<file path="src/rtl/magcomp_pkg.sv">
package magcomp_pkg;

    // Three-line result carried through the datapath
    typedef struct packed {
        logic gt;
        logic eq;
        logic lt;
    } rank_t;

    // Outcome of the data-only comparison
    typedef enum logic [1:0] {
        VERDICT_TIE  = 2'b00,
        VERDICT_HIGH = 2'b01,
        VERDICT_LOW  = 2'b10
    } verdict_e;

    localparam rank_t RANK_ABOVE = '{gt: 1'b1, eq: 1'b0, lt: 1'b0};
    localparam rank_t RANK_BELOW = '{gt: 1'b0, eq: 1'b0, lt: 1'b1};

    // Result for equal words: pass the lower-order rank, with the
    // fixed pattern for combinations that are not one-hot.
    function automatic rank_t settle_tie(input rank_t lower);
        rank_t r;
        r.eq = lower.eq;
        r.gt = ~lower.eq & ~lower.lt;
        r.lt = ~lower.eq & ~lower.gt;
        return r;
    endfunction

endpackage

</file>
<file path="src/rtl/magcomp_slices.sv">
module magcomp_slices #(
    parameter int W = 4
) (
    input  logic [W-1:0] a_bits,
    input  logic [W-1:0] b_bits,
    output logic [W-1:0] above_bits,
    output logic [W-1:0] below_bits
);

    // One position-wise decision per bit
    for (genvar i = 0; i < W; i++) begin : g_bit
        assign above_bits[i] = a_bits[i] & ~b_bits[i];
        assign below_bits[i] = ~a_bits[i] & b_bits[i];
    end

endmodule

</file>
<file path="src/rtl/magcomp_priority.sv">
module magcomp_priority
    import magcomp_pkg::*;
#(
    parameter int W = 4
) (
    input  logic [W-1:0] above_bits,
    input  logic [W-1:0] below_bits,
    output verdict_e     verdict
);

    // The highest differing position wins; later iterations override.
    always_comb begin
        verdict = VERDICT_TIE;
        for (int i = 0; i < W; i++) begin
            if (above_bits[i]) begin
                verdict = VERDICT_HIGH;
            end else if (below_bits[i]) begin
                verdict = VERDICT_LOW;
            end
        end
    end

endmodule

</file>
<file path="src/rtl/magcomp_merge.sv">
module magcomp_merge
    import magcomp_pkg::*;
(
    input  verdict_e verdict,
    input  rank_t    lower,
    output rank_t    result
);

    always_comb begin
        unique case (verdict)
            VERDICT_HIGH: result = RANK_ABOVE;
            VERDICT_LOW:  result = RANK_BELOW;
            default:      result = settle_tie(lower);
        endcase
    end

endmodule

</file>
<file path="src/rtl/magcomp_cascade.sv">
module magcomp_cascade
    import magcomp_pkg::*;
#(
    parameter int W = 4
) (
    input  logic [W-1:0] a_word,
    input  logic [W-1:0] b_word,
    input  logic         casc_gt_in,
    input  logic         casc_eq_in,
    input  logic         casc_lt_in,
    output logic         a_gt_b,
    output logic         a_eq_b,
    output logic         a_lt_b
);

    logic [W-1:0] above_bits;
    logic [W-1:0] below_bits;
    verdict_e     verdict;
    rank_t        lower;
    rank_t        result;

    assign lower = '{gt: casc_gt_in, eq: casc_eq_in, lt: casc_lt_in};

    magcomp_slices #(.W(W)) u_slices (
        .a_bits     (a_word),
        .b_bits     (b_word),
        .above_bits (above_bits),
        .below_bits (below_bits)
    );

    magcomp_priority #(.W(W)) u_priority (
        .above_bits (above_bits),
        .below_bits (below_bits),
        .verdict    (verdict)
    );

    magcomp_merge u_merge (
        .verdict (verdict),
        .lower   (lower),
        .result  (result)
    );

    assign a_gt_b = result.gt;
    assign a_eq_b = result.eq;
    assign a_lt_b = result.lt;

endmodule

</file>
<file path="config.mk">
export PLATFORM = sky130hd
export DESIGN_NAME = magcomp_cascade
export DESIGN_NICKNAME = d
export VERILOG_FILES = /design/src/rtl/magcomp_pkg.sv /design/src/rtl/magcomp_slices.sv /design/src/rtl/magcomp_priority.sv /design/src/rtl/magcomp_merge.sv /design/src/rtl/magcomp_cascade.sv
export SDC_FILE = /design/constraint.sdc
export NUM_CORES = 1
export LEC_CHECK = 0
export BUFFER_PORTS_ARGS = -buffer_cell sky130_fd_sc_hd__buf_4
export CAP_MARGIN = 25
export CORE_AREA = 2 2 39 41
export DETAILED_ROUTE_END_ITERATION = 8
export DIE_AREA = 0 0 41 43
export PLACE_DENSITY = 0.42
export SYNTH_ARGS = -nofsm -noshare
export SYNTH_HDL_FRONTEND = slang
export SYNTH_HIERARCHICAL = 1
export SYNTH_SLANG_ARGS = --single-unit
export TNS_END_PERCENT = 10
</file>
<file path="constraint.sdc">
create_clock -name vclk -period 1.65
set_clock_uncertainty 0.1 [all_clocks]
set_input_delay 0.0825 -clock vclk [all_inputs]
set_output_delay 0.0825 -clock vclk [all_outputs]
set_load 0.05 [all_outputs]
</file>
==> impl_metrics.csv <==
group,metric,value,unit
setup_path,critPathCaptureType,"output port",
global_routing,grt_pass1_wl,862,um
yosys,ys_top_cells_by_count,"nor2b_1 (8), inv_1 (5), a21oi_1 (3)",
floorplan,coreArea,1380,um2
timing,period_needed,1710,ps
setup_path,critical_path_required,1470,ps
setup_path,timing_worst_setup_path_type,"in -> out",
yosys,yosysSeqAreaShare,0,%
route,drc,0,
placement,dp_hpwl,401,um
setup_path,critPathMaxStageDelay,370,ps
power_and_ir_drop,pwr-share-clk,0,%
route,finalWirelength,534,um
yosys,avgSynthCellArea,6.81,um2
route,drtPass1Iterations,2,
timing,whs,459,ps
timing,finalCritPeriodShare,103,%
cts,cts_hold_buf,0,
setup_path,crit_path_start,"a_word[1]",
setup_path,cp_num_cells,7,
cells_and_area,drive_gt1_share,79.1,%
min_path,hp-class,"in -> out",
power_and_ir_drop,p_leak,0.211,nW
power_and_ir_drop,power,0.200,mW
setup_path,crit_path_end,"a_lt_b",
global_routing,grt.met1_usage,7.28,%
setup_path,crit_buf_inv,3,
cells_and_area,syn2layout_area_growth,140,%
global_routing,grt_busiest_layer,"met2",
global_routing,grt_max_degree,4,
power_and_ir_drop,netSwitchingFraction,48.1,%
floorplan,die_area,1760,um2
yosys,yosys.area.top_type,"nor2b_1",
setup_path,worstPathMaxFanout,3,
power_and_ir_drop,p_sw,0.0960,mW
timing,setup_tns,-108,ps
yosys,yosysMostFrequentCell,"nor2b_1",
power_and_ir_drop,p_comb_share,100.0,%
timing,drv_slew,0,
route,drt-initial-drc-count,1,
route,wire_per_inst,9.05,um
floorplan,io_pins,14,
run_status,run_status,"finished, violations left",
route,num_vias,234,
global_routing,use_met2,13.4,%
setup_path,critPathSlowestCell,"o41ai_4",
yosys,syn-instance-count,27,
global_routing,track_usage,6.59,%
route,vias_per_cell,3.97,
yosys,synth_area,184,um2
cells_and_area,seq_cell_count,0,
cells_and_area,n_antenna_cell,0,
yosys,synth_fp_nets,40,
floorplan,rows,14,
timing,final-setup-viol-count,2,
power_and_ir_drop,power_frac_seq,0,%
cts,cts_setup_buffers,0,
power_and_ir_drop,internal-power,0.104,mW
placement,place.gp.congestion,0.610,
floorplan,start_util,13.3,%
power_and_ir_drop,p_per_area,452,nW/um2
cells_and_area,final_cells,59,
timing,final_hold_viol_count,0,
yosys,ys_types,11,
setup_path,path_common_cell,"buf_8",
cells_and_area,fin_nets,58,
setup_path,critPathLaunchType,"input pin",
timing,rsz0062_at_grt,"yes",
timing,tightest_slew,349,ps
run_status,failed_checks,"setup timing",
global_routing,antenna_found_initial,0,
route,ant_nets,0,
power_and_ir_drop,ir_drop,94.3,uV
timing,setup_slack,-57.2,ps
yosys,synth_top_area_share,27.2,%
placement,io_buffer_count,14,
setup_path,path_cells,"buf_8 -> nor2b_4 -> buf_6 -> o41ai_4 -> ha_4 -> mux2_4 -> buf_8",
timing,clock.fmax,586,MHz
job,cap_violations,0,
yosys,ys_warn_count,6,
cells_and_area,fin_area,442,um2
placement,postPlaceCellArea,324,um2
floorplan,die_h,43,um
global_routing,grtUsageMet3,0,%
global_routing,grt_pass1_vias,228,
yosys,synth_area_leaders,"nor2b_1 (27%), ha_1 (14%), mux2_2 (12%)",
timing,slew_headroom,76.6,%
cells_and_area,nClkBuffers,0,
placement,placedCellCount,59,
global_routing,gr-total-overflow,0,
floorplan,die_w,41,um
cells_and_area,regArea,0,um2
setup_path,critical-path-top-delay-family,"compound AO/OA/AOI/OAI gates",
setup_path,critPathArrivalTime,1520,ps
==> power by group through the flow <==
| stage | sequential, mW | combinational (mW) | clock (mW) |
|---|---|---|---|
| after floorplan | 0 | 0.0909 | 0 |
| after global placement | 0 | 0.142 | 0 |
| after detailed placement | 0 | 0.142 | 0 |
| after CTS | 0 | 0.195 | 0 |
| after global routing | 0 | 0.212 | 0 |
| final | 0 | 0.200 | 0 |
==> layout make-up <==
type / count / area (um2)
Tap cell: 16 / 20.0
Multi-Input combinational cell: 22 / 249
Inverter: 5 / 18.8
Fill cell: 156 / 942
Timing Repair Buffer: 16 / 154
==> logic make-up after synthesis <==
logic type | after synthesis | share of synthesized area, %
AO/OA/AOI/OAI | 6 | 25.2
multiplexers | 2 | 12.2
AND/OR/NAND/NOR | 12 | 38.8
buffers and inverters | 5 | 10.2
adder cells (fa/ha/maj) | 2 | 13.6
==> metrics by stage <==
step / util [%] / setup WS, ps
floorplan: - / 76.5
CTS: 30.6 / -57.8
finish: 31.9 / -57.2
global placement: 23.4 / -194
detailed placement: 23.4 / -176
global route: 31.9 / -98.6
==> metal layers <==
layer,routed length [um],vias to the layer above
li1,-,120
met1,207,105
met2,275,9
met3,51,0
met4,0,0
met5,0,-
==> what timing repair did <==
item,CTS,global route
endpoints found under the setup margin,3,3
pin swaps,5,3
resized for setup,24,6
==> cell usage in the layout, fill, tap and decap left out <==
cell      count
inv_2         2
ha_1          1
ha_4          1
nand2b_1      1
inv_1         3
a21o_1        1
o31ai_2       1
a21oi_1       1
o41ai_4       1
buf_8         3
and2_2        1
a21oi_2       2
buf_4        10
nor2_1        2
nor2b_2       4
mux2_4        2
nor2b_4       4
buf_6         3
==> tightest hold or removal path, delay by kind of cell <==
kind	cells	cell delay, ps
buf+inv	2	270
simple gates	1	120
==> worst min-delay path by stage <==
stage                    start  endpoint  slack [ps]  depth (start not counted)
finish              casc_eq_in    a_eq_b         460                          3
CTS                 casc_eq_in    a_eq_b         460                          3
global placement    casc_eq_in    a_eq_b         460                          3
floorplan           casc_eq_in    a_eq_b         310                          1
global route        casc_eq_in    a_eq_b         470                          3
detailed placement  casc_eq_in    a_eq_b         460                          3
Note: power is estimated with default switching activity, not from simulation.
